===== src/rtl/bcd_div_pkg.sv =====
`timescale 1ns/1ps
package bcd_div_pkg;
  localparam int unsigned DIG_W = 4;

  typedef enum logic [1:0] {
    ACT_COUNT = 2'd0,
    ACT_INIT  = 2'd1,
    ACT_HOLD  = 2'd2,
    ACT_LOAD  = 2'd3
  } dig_act_e;

  function automatic logic [DIG_W-1:0] bcd_dec(input logic [DIG_W-1:0] d);
    return (d == '0) ? DIG_W'(9) : d - DIG_W'(1);
  endfunction

  function automatic logic [DIG_W-1:0] preset_of(input logic [DIG_W-1:0] sw);
    logic [DIG_W-1:0] s;
    s = (sw > DIG_W'(9)) ? DIG_W'(9) : sw;
    return DIG_W'(15) - s;
  endfunction
endpackage


===== src/rtl/bcd_div_prescale.sv =====
`timescale 1ns/1ps
module bcd_div_prescale (
  input  logic clk_i,
  input  logic rst_ni,
  input  logic in_pulse_i,
  output logic step_o
);
  logic tff_q;

  always_ff @(posedge clk_i or negedge rst_ni) begin
    if (!rst_ni)         tff_q <= 1'b0;
    else if (in_pulse_i) tff_q <= ~tff_q;
  end

  assign step_o = in_pulse_i & tff_q;

  p_toggle_r2: assert property (@(posedge clk_i) disable iff (!rst_ni)
    in_pulse_i |=> (tff_q != $past(tff_q)));
  p_idle_r2: assert property (@(posedge clk_i) disable iff (!rst_ni)
    !in_pulse_i |=> $stable(tff_q));
endmodule


===== src/rtl/bcd_div_seq.sv =====
`timescale 1ns/1ps
module bcd_div_seq #(
  parameter int unsigned INIT_LEN = 2,
  parameter int unsigned HOLD_LEN = 3,
  parameter int unsigned LOAD_LEN = 3
) (
  input  logic                  clk_i,
  input  logic                  rst_ni,
  input  logic                  step_i,
  input  logic                  reload_req_i,
  output bcd_div_pkg::dig_act_e act_o,
  output logic                  busy_o
);
  localparam int unsigned WIN_LEN = INIT_LEN + HOLD_LEN + LOAD_LEN;
  localparam int unsigned PH_W    = (WIN_LEN > 1) ? $clog2(WIN_LEN) : 1;
  localparam logic [PH_W-1:0] LAST_IDX = PH_W'(WIN_LEN - 1);

  logic            win_q;
  logic [PH_W-1:0] ph_q;
  logic            accept, live;
  logic [PH_W-1:0] idx;

  assign accept = reload_req_i & ~win_q;
  assign live   = win_q | accept;
  assign idx    = accept ? '0 : ph_q;

  always_comb begin
    if (!live)                                   act_o = bcd_div_pkg::ACT_COUNT;
    else if (int'(idx) < int'(INIT_LEN))         act_o = bcd_div_pkg::ACT_INIT;
    else if (int'(idx) < int'(INIT_LEN + HOLD_LEN)) act_o = bcd_div_pkg::ACT_HOLD;
    else                                         act_o = bcd_div_pkg::ACT_LOAD;
  end

  always_ff @(posedge clk_i or negedge rst_ni) begin
    if (!rst_ni) begin
      win_q <= 1'b0;
      ph_q  <= '0;
    end else if (step_i && live) begin
      if (idx == LAST_IDX) begin
        win_q <= 1'b0;
        ph_q  <= '0;
      end else begin
        win_q <= 1'b1;
        ph_q  <= idx + PH_W'(1);
      end
    end else if (accept) begin
      win_q <= 1'b1;
      ph_q  <= '0;
    end
  end

  assign busy_o = win_q;

  p_ph_range_r6: assert property (@(posedge clk_i) disable iff (!rst_ni)
    int'(ph_q) < int'(WIN_LEN));
  p_open_r6: assert property (@(posedge clk_i) disable iff (!rst_ni)
    (!win_q && reload_req_i && !step_i) |=> (win_q && ph_q == '0));
  p_close_r9: assert property (@(posedge clk_i) disable iff (!rst_ni)
    (win_q && step_i && ph_q == LAST_IDX) |=> !win_q);
  p_ignore_r10: assert property (@(posedge clk_i) disable iff (!rst_ni)
    (win_q && reload_req_i && !step_i) |=> (win_q && $stable(ph_q)));
endmodule


===== src/rtl/bcd_div_digit.sv =====
`timescale 1ns/1ps
module bcd_div_digit (
  input  logic                                clk_i,
  input  logic                                rst_ni,
  input  logic                                step_i,
  input  logic                                carry_i,
  input  bcd_div_pkg::dig_act_e               act_i,
  input  logic [bcd_div_pkg::DIG_W-1:0]       sw_i,
  output logic [bcd_div_pkg::DIG_W-1:0]       digit_o,
  output logic                                borrow_o
);
  localparam int unsigned W = bcd_div_pkg::DIG_W;

  logic [W-1:0] d_q, d_nxt;

  always_comb begin
    d_nxt    = d_q;
    borrow_o = 1'b0;
    unique case (act_i)
      bcd_div_pkg::ACT_COUNT: if (step_i && carry_i) begin
        d_nxt    = bcd_div_pkg::bcd_dec(d_q);
        borrow_o = d_q[W-1] & ~d_nxt[W-1];  // MSB falling edge ripples on
      end
      bcd_div_pkg::ACT_INIT:  if (step_i) d_nxt = '1;
      bcd_div_pkg::ACT_HOLD:  d_nxt = d_q;
      bcd_div_pkg::ACT_LOAD:  if (step_i) d_nxt = bcd_div_pkg::preset_of(sw_i);
      default:                d_nxt = d_q;
    endcase
  end

  always_ff @(posedge clk_i or negedge rst_ni) begin
    if (!rst_ni) d_q <= '0;
    else         d_q <= d_nxt;
  end

  assign digit_o = d_q;

  p_hold_r11: assert property (@(posedge clk_i) disable iff (!rst_ni)
    !step_i |=> $stable(digit_o));
  p_inhibit_r8: assert property (@(posedge clk_i) disable iff (!rst_ni)
    (act_i == bcd_div_pkg::ACT_HOLD) |=> $stable(digit_o));
  p_bcd_stays_r3: assert property (@(posedge clk_i) disable iff (!rst_ni)
    (step_i && carry_i && act_i == bcd_div_pkg::ACT_COUNT && d_q <= W'(9)) |=> (digit_o <= W'(9)));
endmodule


===== src/rtl/bcd_preset_divider.sv =====
`timescale 1ns/1ps
module bcd_preset_divider #(
  parameter int unsigned NUM_DIGITS = 2,
  parameter int unsigned INIT_LEN   = 2,
  parameter int unsigned HOLD_LEN   = 3,
  parameter int unsigned LOAD_LEN   = 3
) (
  input  logic                                       clk_i,
  input  logic                                       rst_ni,
  input  logic                                       in_pulse_i,
  input  logic                                       reload_req_i,
  input  logic [NUM_DIGITS*bcd_div_pkg::DIG_W-1:0]   preset_sw_i,
  output logic [NUM_DIGITS*bcd_div_pkg::DIG_W-1:0]   digits_o,
  output logic                                       count_o
);
  localparam int unsigned W     = bcd_div_pkg::DIG_W;
  localparam int unsigned TOP_B = NUM_DIGITS*W - 1;

  logic                  step;
  logic                  busy;
  bcd_div_pkg::dig_act_e act;
  logic [NUM_DIGITS:0]   carry;

  bcd_div_prescale u_pre (
    .clk_i      (clk_i),
    .rst_ni     (rst_ni),
    .in_pulse_i (in_pulse_i),
    .step_o     (step)
  );

  bcd_div_seq #(
    .INIT_LEN (INIT_LEN),
    .HOLD_LEN (HOLD_LEN),
    .LOAD_LEN (LOAD_LEN)
  ) u_seq (
    .clk_i        (clk_i),
    .rst_ni       (rst_ni),
    .step_i       (step),
    .reload_req_i (reload_req_i),
    .act_o        (act),
    .busy_o       (busy)
  );

  assign carry[0] = 1'b1;

  for (genvar g = 0; g < NUM_DIGITS; g++) begin : g_dec
    bcd_div_digit u_dig (
      .clk_i    (clk_i),
      .rst_ni   (rst_ni),
      .step_i   (step),
      .carry_i  (carry[g]),
      .act_i    (act),
      .sw_i     (preset_sw_i[g*W +: W]),
      .digit_o  (digits_o[g*W +: W]),
      .borrow_o (carry[g+1])
    );
  end

  assign count_o = ~digits_o[TOP_B];

  p_count_rise_r5: assert property (@(posedge clk_i) disable iff (!rst_ni)
    carry[NUM_DIGITS] |=> count_o);
  p_count_track_r5: assert property (@(posedge clk_i) disable iff (!rst_ni)
    (count_o != $past(count_o)) |-> (digits_o != $past(digits_o)));
  p_init_ones_r7: assert property (@(posedge clk_i) disable iff (!rst_ni)
    (step && act == bcd_div_pkg::ACT_INIT) |=> (&digits_o));
  p_busy_freeze_r10: assert property (@(posedge clk_i) disable iff (!rst_ni)
    (busy && !step) |=> (busy && $stable(digits_o)));
endmodule


===== config.mk =====
export PLATFORM = sky130hd
export DESIGN_NAME = bcd_preset_divider
export DESIGN_NICKNAME = d
export VERILOG_FILES = /design/src/rtl/bcd_div_pkg.sv /design/src/rtl/bcd_div_prescale.sv /design/src/rtl/bcd_div_seq.sv /design/src/rtl/bcd_div_digit.sv /design/src/rtl/bcd_preset_divider.sv
export SDC_FILE = /design/constraint.sdc
export NUM_CORES = 1
export LEC_CHECK = 0
export BUFFER_PORTS_ARGS = -buffer_cell sky130_fd_sc_hd__buf_2
export CAP_MARGIN = 20
export CORE_MARGIN = 2
export CORE_UTILIZATION = 38
export DETAILED_ROUTE_END_ITERATION = 8
export HOLD_SLACK_MARGIN = 0.06
export MAX_ROUTING_LAYER = met4
export PLACE_DENSITY_LB_ADDON = 0.2
export RECOVER_POWER = 25
export SYNTH_ARGS = -nofsm -noshare
export SYNTH_HDL_FRONTEND = slang
export SYNTH_SLANG_ARGS = --single-unit

===== constraint.sdc =====
create_clock -name clk_i -period 2.1 [get_ports clk_i]
set_input_delay 0.315 -clock clk_i [delete_from_list [all_inputs] [get_ports clk_i]]
set_output_delay 0.315 -clock clk_i [all_outputs]
set_load 0.02 [all_outputs]

# Yosys cells after proc, flatten, opt, wreduce, memory -nomap -nowiden
# Cells that the tools add are included.
# classes
addsub,5
n_lt_le_gt_ge,4
n_eq_ne,8
n_mux,22
n_bitwise,9
reduce_logical,8
# op_table
op,n
$mux W4,9
$pmux W4 S3,2
$mux W3,3
$gt A4 B4 Y1 const B,2
$logic_not A4 Y1,2
$ne A2 B1 Y1 const B,4
$reduce_and A4 Y1,2
$sub A4 B1 Y4 const B,2
$sub A4 B4 Y4 const A,2
$mux W1,6
$not A1 Y1,5
$eq A2 B2 Y1 const B,2
$mux W2,2
$add A3 B1 Y3 const B,1
$and A1 B1 Y1,3
$eq A3 B3 Y1 const B,1
$lt A3 B2 Y1 const B,1
$lt A3 B3 Y1 const B,1
$eq A2 B1 Y1 const B,1
$logic_and A1 B1 Y1,2
$logic_not A2 Y1,1
$reduce_bool A2 Y1,1
$or A1 B1 Y1,1
# word_totals
regBits,13
in_bits,12
out_inout_bits,9
word_cells,61

# Logic depth before layout (Yosys ltp)
# Gate-level depths: netlist (run 1).
# logic_depth
depth_word,12
depth_mapped,7
depth_no_buf,6

# Hierarchy
# Synthesis (run 1) repeated with hierarchy kept, for this count alone.
# hier_totals
cells_unflattened,100
area_unflattened_um2,919.6
# by_module_without_submodules
mod,n_inst,cells_per_inst,area_per_inst_um2,seq_area_each_um2
bcd_div_digit,2,35,309.0,100.1
bcd_div_seq,1,25,252.7,100.1
bcd_div_prescale,1,3,41.3,25.0
bcd_preset_divider,1,2,7.5,0.0

# Least setup slack after synthesis (run 1)
# OpenSTA, ideal clock, no wires.
# synth_timing
path_type,register to register
start,reg g_dec[0].u_dig.d_q[0]
end,reg g_dec[1].u_dig.d_q[1]
setup_time_ns,0.122
arrival_ns,1.584
required_ns,1.978
slack_ns,0.394
stages_incl_launch_ff,5
n_path_buf,0
synth_period_minus_slack_ns,1.706
cell_sequence,dfrtp_1 nor4b_1 nor3_1 a211o_2 a32o_1
# synth_via
elab_chain_cells,9
elab_cells_between_ends,10
cone_classes,add/sub: 1; eq/ne: 1; mux: 3; bitwise: 2; reduce/logical: 3
# synth_rtl
element,line,source
from (decl),bcd_div_digit.sv:14,"logic [W-1:0] d_q, d_nxt;"
from (signal assigned),bcd_div_digit.sv:33,else d_q <= d_nxt;
$sub A4 B1 Y4 or $logic_not A4 Y1 (tied branches),bcd_div_pkg.sv:13,return (d == '0) ? DIG_W'(9) : d - DIG_W'(1);
$mux W4 *,bcd_div_pkg.sv:13,
$not A1 Y1 *,bcd_div_digit.sv:22,borrow_o = d_q[W-1] & ~d_nxt[W-1];
$and A1 B1 Y1 *,bcd_div_digit.sv:22,
$mux W1 *,bcd_div_digit.sv:20,bcd_div_pkg::ACT_COUNT: if (step_i && carry_i) begin
$mux W1 *,bcd_div_digit.sv:19,unique case (act_i)
$logic_and A1 B1 Y1 *,bcd_div_digit.sv:20,
$ne A2 B1 Y1 (no line) *,--,
$reduce_and A4 Y1 (no line) *,--,
to (signal assigned),bcd_div_digit.sv:33,
to (decl),bcd_div_digit.sv:14,
# Mark *: on every way between the ends. The rest lies on a longest branch, timed or not.
# A chain may end at the register's enable or synchronous reset.

# Worst setup path after layout (run 1)
# Same ends and word-level chain as after synthesis.

==> results.md, run 1 <==
- Crit path kind: reg2reg
- Synth warnings: 0
- Via-per-instance ratio: 5.64
- Syn nets: 102
- Via count: 778
- Worst path required time: 2.28 ns
- Unique masters post-synth: 42
- Cells after Synth: 88
- DR WL/cell: 14.3 µm
- Max-Cap Viols: 0
- Antenna-violating nets left: 0
- Top delay family on crit path: simple AND/OR/NAND/NOR gates
- Worst path cell trace: nor4b_1 > nor3_1 > a211o_2 > a32o_1
- Share of layout cells above drive strength 1: 33.6%
- Inserted Diodes: 0
- Post-synth EDFFs: 0
- Reg clk slew, reported paths: 0.08 ns
- Number of remaining DRC errors: 0
- Largest net degree at the start of global routing: 15
- Worst-path fanout max: 7
- Setup crit end kind: register
- Ys async rst share: 100%
- 1st-pass router iterations: 4
- Min-Delay Startpoint: in_pulse_i
- Die Wd: 53.1 µm
- Final layout net count: 125
- DP HPWL: 1500 µm
- Total power: around 1.6 mW
- CTS buffer count: 3
- Max clock buf depth: 2
- First-pass GRT wire length: ~3400 µm
- RSZ-0062 raised after global routing: false
- Die Span Y: 53.1 µm
- FF-to-FF path depth: 4
- Crit-path slowest cell: nor4b_1
- CP startpoint: g_dec[0].u_dig.digit_o[0]$_DFFE_PN0P_
- # IOs: 21
- Core area: about 2300 µm²
- LEAKAGE: 0.462 nW
- Final Hold Fails: 0
- GRT Resource Usage Total: roughly 17%
- HP Class: in2reg
- Fillers: 219
- Final-report max-slew violation count: 0
- Worst path bufs/invs: 0
- R2r startpoint: g_dec[0].u_dig.digit_o[0]$_DFFE_PN0P_
- FF-to-FF setup slack: 0.23 ns
- Final period util: about 90%
- # Post-CTS Setup Buffers: 0
- Initial DRC Count: 11
- #FFs+latches synth: 13
- Syn avg cell area: 10.4 µm²
- Layout area overhead: 14.6%
- Slew @ Worst Pin: 0.739 ns
- Clock skew: 0.00185 ns
- CTS tree: yes
- Port bufs: 20
- PwrDens: 1540 nW/µm²
- Total congestion overflow: 0
- Initial Utilization: 40.6%
- Reg2reg end: g_dec[1].u_dig.digit_o[1]$_DFFE_PN0P_
- Clock sink count: 13
- DIE AREA: 2820 µm²
- Mapped Area: 915 µm²
- GP Congestion: 0.777
- CTS root buf: clkbuf_4
- Startpoint Class: register
- CP arrival: 2.05 ns
- Sequential fraction of the synthesis area: 35.6%
- CTS H-tree lvls: 1
- Setup TNS: 0 ns
- Outcome: finished, final reports clean
- Synth Flop Type: dfrtp_1
- Hold path depth: 2
- Final min period: 1.87 ns
- Total Wirelength: 1970 µm
- Cts repair resizes: 0
- Sequential Area: 325 µm²
- Core Rows: 17
- Hold_ws: 0.242 ns
- Post-CTS Hold Buffers: 1
- Worst-skew pair later-pin latency: between 0.2 and 0.3 ns
- Vias in the first global route: 734
- Relative max-transition margin: 50.7%
- Setup violations, final: 0
- Worst Hold End: u_pre.tff_q$_DFFE_PN0P_
- Cell count along the critical path: 4
- Antenna violations before repair: 0
- Crit-path max cell delay: 0.56 ns
- Fmax: 0.535 GHz
- VDD IR max: roughly 800 µV
- Combined area of the multi-input logic cells: ~540 µm²
## report_power, final
group          switching [mW]  internal, mW
sequential              0.147         0.371
clock                  0.0896        0.0739
combinational           0.515         0.418
total                   0.752         0.863
## cells by family (layout without fill, tap and decap cells)
group	after synthesis	in the layout	synth area share (%)
fa+ha+maj	2	2	2.74
mux	3	3	3.28
buf+inv	7	29	5.61
flops	13	13	35.6
xor+xnor	1	1	0.958
simple gates	26	26	19.2
compound gates	36	36	32.7
## routing by layer
layer | vias up | wire (µm) | GRT usage, %
li1 | 385 | - | -
met1 | 371 | 944 | 22.6
met2 | 17 | 898 | 26.5
met3 | 5 | 89 | 3.39
met4 | 0 | 41 | 7.69
met5 | - | 0 | -
## area by class of cell
class                      count  share of cell area (%)
clock buffer                   4                    2.51
inverter                       4                    1.43
multi-input combinational     68                    51.3
sequential                    13                    31.0
tap                           28                    3.34
timing repair buffer          21                    10.4
## synthesized netlist by cell type (2+ instances only)
| library cell | count | area [µm²] |
|---|---|---|
| o21ai_0 | 7 | 35.0 |
| a211o_2 | 3 | 30.0 |
| a22oi_1 | 2 | 15.0 |
| ha_1 | 2 | 25.0 |
| a21o_1 | 2 | 15.0 |
| nor2_1 | 4 | 15.0 |
| or3_1 | 2 | 12.5 |
| a21oi_1 | 5 | 25.0 |
| a32o_1 | 3 | 30.0 |
| and2_1 | 2 | 12.5 |
| o21ai_2 | 2 | 17.5 |
| or2_2 | 2 | 12.5 |
| inv_1 | 4 | 15.0 |
| mux2i_1 | 3 | 30.0 |
| or4b_1 | 2 | 20.0 |
| o21a_1 | 2 | 15.0 |
| buf_6 | 2 | 22.5 |
| a31oi_4 | 2 | 42.5 |
| nand2b_1 | 2 | 12.5 |
| dfrtp_1 | 13 | 325 |
## sequential cells by signal, summed over array words and instances, names as in the netlist
name                 flops
u_pre.tff_q              1
u_seq.busy_o             1
g_dec.u_dig.digit_o      8
u_seq.ph_q               3
## how the worst max path moves through the flow
| stage | slack [ns] | end |
|---|---|---|
| floorplan | 0.39 | g_dec[1].u_dig.digit_o[1]$_DFFE_PN0P_ |
| global placement | 0.27 | g_dec[1].u_dig.digit_o[1]$_DFFE_PN0P_ |
| detailed placement | 0.25 | g_dec[1].u_dig.digit_o[1]$_DFFE_PN0P_ |
| CTS | 0.21 | g_dec[1].u_dig.digit_o[1]$_DFFE_PN0P_ |
| global route | 0.09 | g_dec[1].u_dig.digit_o[1]$_DFFE_PN0P_ |
| finish | 0.23 | g_dec[1].u_dig.digit_o[1]$_DFFE_PN0P_ |
## layout by cell type, fill, tap and decap left out, drive strengths merged, types with 2 or more instances in the layout
master	count
a21oi	5
o21ai	9
a31oi	2
buf	19
o21a	2
or4b	2
ha	2
mux2i	3
a211o	3
or3b	2
a21o	2
or2	2
and2	4
dfrtp	13
nor2	4
a32o	3
a22oi	2
or3	2
clkbuf	5
nand2b	2
inv	4
## through the flow
stage | util (%) | setup WS, ns | instances | instance area (µm²)
2_1_floorplan | - | 0.394 | 88 | 915
3_5_place_dp | 45.0 | 0.245 | 133 | 1010
6_report | 46.5 | 0.230 | 138 | 1050
4_1_cts | 46.6 | 0.212 | 138 | 1050
5_1_grt | 46.5 | 0.0946 | 138 | 1050
3_3_place_gp | 45.0 | 0.268 | 133 | 1010
No activity file was read; power rests on OpenSTA's default activity.
==> run 2: changes to the inputs <==
CELL_PAD_IN_SITES_DETAIL_PLACEMENT = 1   (was default)
CELL_PAD_IN_SITES_GLOBAL_PLACEMENT = 1   (was default)
==> run 2 against run 1 <==
  * First-iteration DRC count down 36%
  * Die area unchanged
  * Via count unchanged
  * Final cell count increased by 0.72%
  * Sequential power increased by 2%
  * Maximum frequency up 0.33%
  * Hold slack better by 0.011 ns
  * Utilization rose by 0.33 points
  * Critical path type unchanged
  * Largest power group unchanged
==> results.md, run 2 (synthesis gave the netlist of run 1 again) <==
- Outcome: finished, final reports clean
- Part of the power in registers: 31.8% (-0.3 points)
- CTS H-tree lvls: 1 (unchanged)
- GRT Resource Usage Total: 19.6% (+2.2 points)
- CTS buffer count: 3 (unchanged)
- Vias in the first global route: 773 (+5.3%)
- Via-per-instance ratio: 5.60 (-0.72%)
- Hold_ws: 0.253 ns (+0.0111 ns)
- Final-report max-slew violation count: 0 (unchanged)
- LEAKAGE: 0.467 nW (+1.2%)
- Fmax: 0.536 GHz (+0.33%)
- Core Rows: 17 (unchanged)
- R2r startpoint: u_seq.ph_q[2]$_DFF_PN0_
- Largest net degree at the start of global routing: 15 (unchanged)
- First-pass GRT wire length: 3760 µm (+9.9%)
- Initial Utilization: 40.6% (unchanged)
- Crit path kind: reg2reg
- RSZ-0062 raised after global routing: false
- Worst path required time: 2.28 ns (about the same)
- Clock sink count: 13 (unchanged)
- PwrDens: 1560 nW/µm² (+1.6%)
- Setup violations, final: 0 (unchanged)
- Initial DRC Count: 7 (-4)
- Antenna violations before repair: 0 (unchanged)
- Worst-path fanout max: 14 (+7)
- CP arrival: 2.04 ns (about the same)
- DR WL/cell: 15.9 µm (+11%)
- Final period util: 88.8% (-0.29 points)
- CTS tree: yes
- HP Class: in2reg
- Max reg flops: 8 (unchanged)
- Total Wirelength: 2210 µm (+12%)
- Register with the most flip-flops: g_dec.u_dig.digit_o
- Sw Pwr: 0.783 mW (+4.2%)
- P_int: 0.869 mW (+0.70%)
- Slew @ Worst Pin: 0.749 ns (+0.0101 ns)
- VDD IR max: 690 µV (-14%)
- Fin util: 46.8% (+0.33 points)
- Setup TNS: 0 ns (unchanged)
- Antenna-violating nets left: 0 (unchanged)
- Layout Cells excl Fill: 139 (+0.72%)
- Die Wd: 53.1 µm (unchanged)
- Die Span Y: 53.1 µm (unchanged)
- Hold path depth: 2 (unchanged)
- Reg2reg end: g_dec[1].u_dig.digit_o[2]$_DFFE_PN0P_
- Clock power frac: 9.9% (-0.2 points)
- Number of remaining DRC errors: 0 (unchanged)
- Setup crit end kind: register
- Final layout net count: 126 (+0.80%)
- Total power: 1.65 mW (+2.3%)
- CTS root buf: clkbuf_4
- Biggest regs: g_dec.u_dig.digit_o (8), u_seq.ph_q (3)
- Sequential Area: 325 µm² (unchanged)
- Startpoint Class: register
- FF-to-FF path depth: 4 (unchanged)
- Placed cell count: 134 (+0.75%)
- Combinational share of power: 58.3% (+0.5 points)
- Total congestion overflow: 0 (unchanged)
- Cts repair resizes: 0 (unchanged)
- Inserted Diodes: 0 (unchanged)
- Final min period: 1.86 ns (-0.00612 ns)
- Relative max-transition margin: 50.1% (-0.67 points)
- Min-Delay Startpoint: in_pulse_i
- Sw Ratio: 47.4% (+0.85 points)
- Port bufs: 20 (unchanged)
- Clock skew: 0.00246 ns (+0.000607 ns)
- DIE AREA: 2820 µm² (unchanged)
- Reg clk slew, reported paths: 0.09 ns (about the same)
- Max-Cap Viols: 0 (unchanged)
- Worst-skew pair later-pin latency: 0.28 ns (about the same)
- Most common cell after layout, fill and taps aside: buf_2
- Core area: 2250 µm² (unchanged)
- Combined area of the multi-input logic cells: 538 µm² (unchanged)
- # IOs: 21 (unchanged)
- GP Congestion: 0.800 (+3.0%)
- Via count: 778 (unchanged)
- Final Hold Fails: 0 (unchanged)
- Max clock buf depth: 2 (unchanged)
- Layout area overhead: 15.5%
- 1st-pass router iterations: 3 (-1)
- DP HPWL: 1710 µm (+14%)
- FF-to-FF setup slack: 0.24 ns (about the same)
- Fillers: 275 (+26%)
- Worst Hold End: u_pre.tff_q$_DFFE_PN0P_
- Most frequent cells in the layout: 19 x buf_2, 13 x dfrtp_1, 7 x o21ai_0
- Share of layout cells above drive strength 1: 34.2% (+0.60 points)
run 2: cell count changes in the layout (fill, tap and decap cells not counted), sizes merged:
cell,delta
buf,+1
run 2: through the flow:
step                      instance area [µm²]  setup slack, ns
final                                    1060            0.236
after global routing                     1060            0.140
after CTS                                1060            0.244
after detailed placement                 1020            0.252
after global placement                   1020            0.287
after floorplan                           915            0.394
run 2: worst max-delay path by stage:
stage,startpoint,endpoint,cells past startpoint
6_report,u_seq.ph_q[2]$_DFF_PN0_,g_dec[1].u_dig.digit_o[2]$_DFFE_PN0P_,4
4_1_cts,u_seq.ph_q[2]$_DFF_PN0_,g_dec[1].u_dig.digit_o[2]$_DFFE_PN0P_,4
2_1_floorplan,g_dec[0].u_dig.digit_o[0]$_DFFE_PN0P_,g_dec[1].u_dig.digit_o[1]$_DFFE_PN0P_,4
5_1_grt,u_seq.busy_o$_DFFE_PN0P_,u_seq.ph_q[1]$_DFF_PN0_,5
3_5_place_dp,u_seq.ph_q[2]$_DFF_PN0_,g_dec[1].u_dig.digit_o[2]$_DFFE_PN0P_,4
3_3_place_gp,u_seq.ph_q[2]$_DFF_PN0_,g_dec[1].u_dig.digit_o[2]$_DFFE_PN0P_,4
run 2: metal layers:
layer	vias up	global-route usage (%)	share of wire (%)
met5	-	-	0
met2	15	30.4	46
met4	0	8.97	1.9
li1	383	-	-
met1	375	24.4	48
met3	5	4.24	3.6
run 2: worst max-delay path: stages, from the launching register on:
cell     delay, ns
dfrtp_1       0.44
or3b_4        0.29
a31oi_4       0.20
or4b_1        0.57
a32o_1        0.26
run 2: final cells by class:
cell class / instances / share of cell area (%)
Multi-Input combinational cell: 68 / 50.9
Sequential cell: 13 / 30.8
Timing Repair Buffer: 22 / 11.0
Tap cell: 28 / 3.32
Clock buffer: 4 / 2.49
Inverter: 4 / 1.42
run 2: repair_timing:
| item | 4_1_cts | 5_1_grt |
|---|---|---|
| endpoints found under the setup margin | 0 | 0 |
| buffers inserted | 0 | 0 |
| endpoints found under the hold margin | 13 | 0 |
| hold buffers | 1 | 0 |
run 2: power by group through the flow:
stage                     sequential, mW  combinational [mW]  clock, mW
final                              0.526               0.963      0.163
after global routing               0.549                1.06      0.183
after CTS                          0.525               0.975      0.171
after detailed placement           0.530               0.968          0
after global placement             0.524               0.943          0
after floorplan                    0.572               0.703          0
==> run 3: changes to the inputs <==
BUFFER_PORTS_ARGS = default   (was -buffer_cell sky130_fd_sc_hd__buf_2)
CORE_UTILIZATION = 30   (was 38)
DONT_BUFFER_PORTS = 1   (was default)
clock period = 2 ns   (was 2.1 ns; I/O delays follow)
==> run 3 against run 2 <==
  * Clock power is essentially flat
  * Critical path depth is the same
  * Final area decreased by 6.6%
  * Clock-buffer cell count unchanged
  * Setup slack lost 0.072 ns
  * Global-route usage fell by 6.2 points
  * Largest cell class unchanged
  * Final cell count fell by 8.6%
  * Critical endpoint unchanged
  * Total power increased by 0.78%
==> results.md, run 3 (synthesis gave the netlist of run 1 again) <==
- Outcome: finished, final reports clean
- Max reg flops: 8 (unchanged)
- Worst-skew pair later-pin latency: 0.27 ns (about the same)
- Final min period: 1.84 ns (-0.0276 ns)
- R2r startpoint: u_seq.ph_q[2]$_DFF_PN0_
- CP arrival: 2.01 ns (-0.03 ns)
- Setup crit end kind: register
- Biggest regs: g_dec.u_dig.digit_o (8), u_seq.ph_q (3)
- Share of layout cells above drive strength 1: 23.4% (-11 points)
- Setup TNS: 0 ns (unchanged)
- Max-Cap Viols: 0 (unchanged)
- Slew @ Worst Pin: 0.640 ns (-0.109 ns)
- VDD IR max: 365 µV (-47%)
- PwrDens: 1690 nW/µm² (+7.9%)
- Most common cell after layout, fill and taps aside: dfrtp_1
- Inserted Diodes: 0 (unchanged)
- Reg2reg end: g_dec[1].u_dig.digit_o[2]$_DFFE_PN0P_
- CP startpoint: u_seq.ph_q[2]$_DFF_PN0_
- Register with the most flip-flops: g_dec.u_dig.digit_o
- Number of remaining DRC errors: 0 (unchanged)
- GP Congestion: 0.783 (-2.1%)
- HP Class: in2reg
- GRT Resource Usage Total: 13.5% (-6.2 points)
- Crit path kind: reg2reg
- Clock sink count: 13 (unchanged)
- Most frequent cells in the layout: 13 x dfrtp_1, 7 x o21ai_0, 5 x a21oi_1
- Vias in the first global route: 760 (-1.7%)
- Via count: 725 (-6.8%)
- LEAKAGE: 0.406 nW (-13%)
- Initial Utilization: 30.7% (-9.9 points)
- DP HPWL: 1610 µm (-5.7%)
- # IOs: 21 (unchanged)
- Setup violations, final: 0 (unchanged)
- First-pass GRT wire length: 3390 µm (-9.9%)
- Final layout net count: 109 (-13%)
- Largest net degree at the start of global routing: 15 (unchanged)
- FF-to-FF setup slack: 0.16 ns (-0.07 ns)
- Core area: 2980 µm² (+32%)
- Worst-path fanout max: 14 (unchanged)
- CTS root buf: clkbuf_4
- Total Wirelength: 2130 µm (-3.6%)
- Final period util: 91.8% (+3.1 points)
- Via-per-instance ratio: 5.71 (+2.0%)
- CTS H-tree lvls: 1 (unchanged)
- Reg clk slew, reported paths: 0.08 ns (about the same)
- Min-Delay Startpoint: in_pulse_i
- Die Wd: 59.2 µm (+12%)
- Fmax: 0.545 GHz (+1.5%)
- Antenna-violating nets left: 0 (unchanged)
- Final Hold Fails: 0 (unchanged)
- FF-to-FF path depth: 4 (unchanged)
- Fin util: 33.1% (-14 points)
- Final-report max-slew violation count: 0 (unchanged)
- DIE AREA: 3510 µm² (+25%)
- Port bufs: 0 (-100%)
- Crit path to: g_dec[1].u_dig.digit_o[2]$_DFFE_PN0P_
- Relative max-transition margin: 57.2% (+7.1 points)
- Core Rows: 20 (+3)
- RSZ-0062 raised after global routing: false
- Antenna violations before repair: 0 (unchanged)
- Clock skew: 0.00677 ns (+0.00431 ns)
- Total congestion overflow: 0 (unchanged)
- CTS tree: yes
- Startpoint Class: register
- Initial DRC Count: 49 (+42)
- Max clock buf depth: 2 (unchanged)
- Worst path required time: 2.17 ns (-0.11 ns)
- CTS buffer count: 3 (unchanged)
- DR WL/cell: 16.8 µm (+5.5%)
- 1st-pass router iterations: 4 (+1)
- Die Span Y: 59.2 µm (+12%)
- Layout area overhead: 7.80%
run 3: cell count changes in the layout (fill, tap and decap cells not counted), sizes merged:
cell	change
clkbuf	-1
buf	-16
run 3: how the worst min path moves through the flow:
stage | to | slack [ns] | depth (start not counted)
6_report | u_pre.tff_q$_DFFE_PN0P_ | 0.11 | 1
5_1_grt | u_pre.tff_q$_DFFE_PN0P_ | 0.09 | 1
4_1_cts | u_pre.tff_q$_DFFE_PN0P_ | 0.1 | 1
3_5_place_dp | g_dec[0].u_dig.digit_o[1]$_DFFE_PN0P_ | 0.005 | 0
3_3_place_gp | g_dec[0].u_dig.digit_o[1]$_DFFE_PN0P_ | 0.005 | 0
2_1_floorplan | g_dec[0].u_dig.digit_o[0]$_DFFE_PN0P_ | 0.004 | 0
run 3: stage by stage:
stage / instances / instance area [µm²] / setup slack (ns) / hold WS [ns] / total power [mW]
2_1_floorplan: 88 / 915 / 0.294 / 0.00441 / 1.34
3_3_place_gp: 122 / 950 / 0.215 / 0.00469 / 1.50
3_5_place_dp: 122 / 950 / 0.165 / 0.00474 / 1.51
4_1_cts: 127 / 986 / 0.151 / 0.0971 / 1.69
5_1_grt: 127 / 986 / 0.0724 / 0.0893 / 1.82
6_report: 127 / 986 / 0.163 / 0.112 / 1.67
run 3: where the power goes:
group | internal, mW | switching (mW) | leakage, nW | total [mW]
Sequential | 0.388 | 0.205 | 0.146 | 0.594
Clock | 0.0772 | 0.0838 | 0.0150 | 0.161
Combinational | 0.415 | 0.495 | 0.245 | 0.910
Total | 0.881 | 0.784 | 0.406 | 1.67
run 3: timing repair:
action / CTS / global route
setup buffers: 0 / 0
resized for setup: 0 / 0
hold buffers: 1 / 0
endpoints found under the hold margin: 13 / 0
run 3: cell type report:
class / count / area, µm²
inverter: 4 / 15.0
sequential: 13 / 325
multi-input combinational: 68 / 538
clock buffer: 4 / 26.3
timing repair buffer: 5 / 40.0
tap: 33 / 41.3
fill: 354 / 1990
run 3: per-layer routing:
metal | routed length [µm] | up-vias | global-route usage (%)
met4 | 21 | 0 | 6.82
met2 | 1040 | 13 | 22.0
li1 | - | 350 | -
met3 | 67 | 2 | 2.18
met5 | 0 | - | -
met1 | 1000 | 360 | 15.8
run 3: critical path, cell delays in order, from the launching register on:
cell and delay (ns):
dfrtp_1 0.43, or3b_4 0.29, a31oi_4 0.19, or4b_1 0.56, a32o_1 0.26
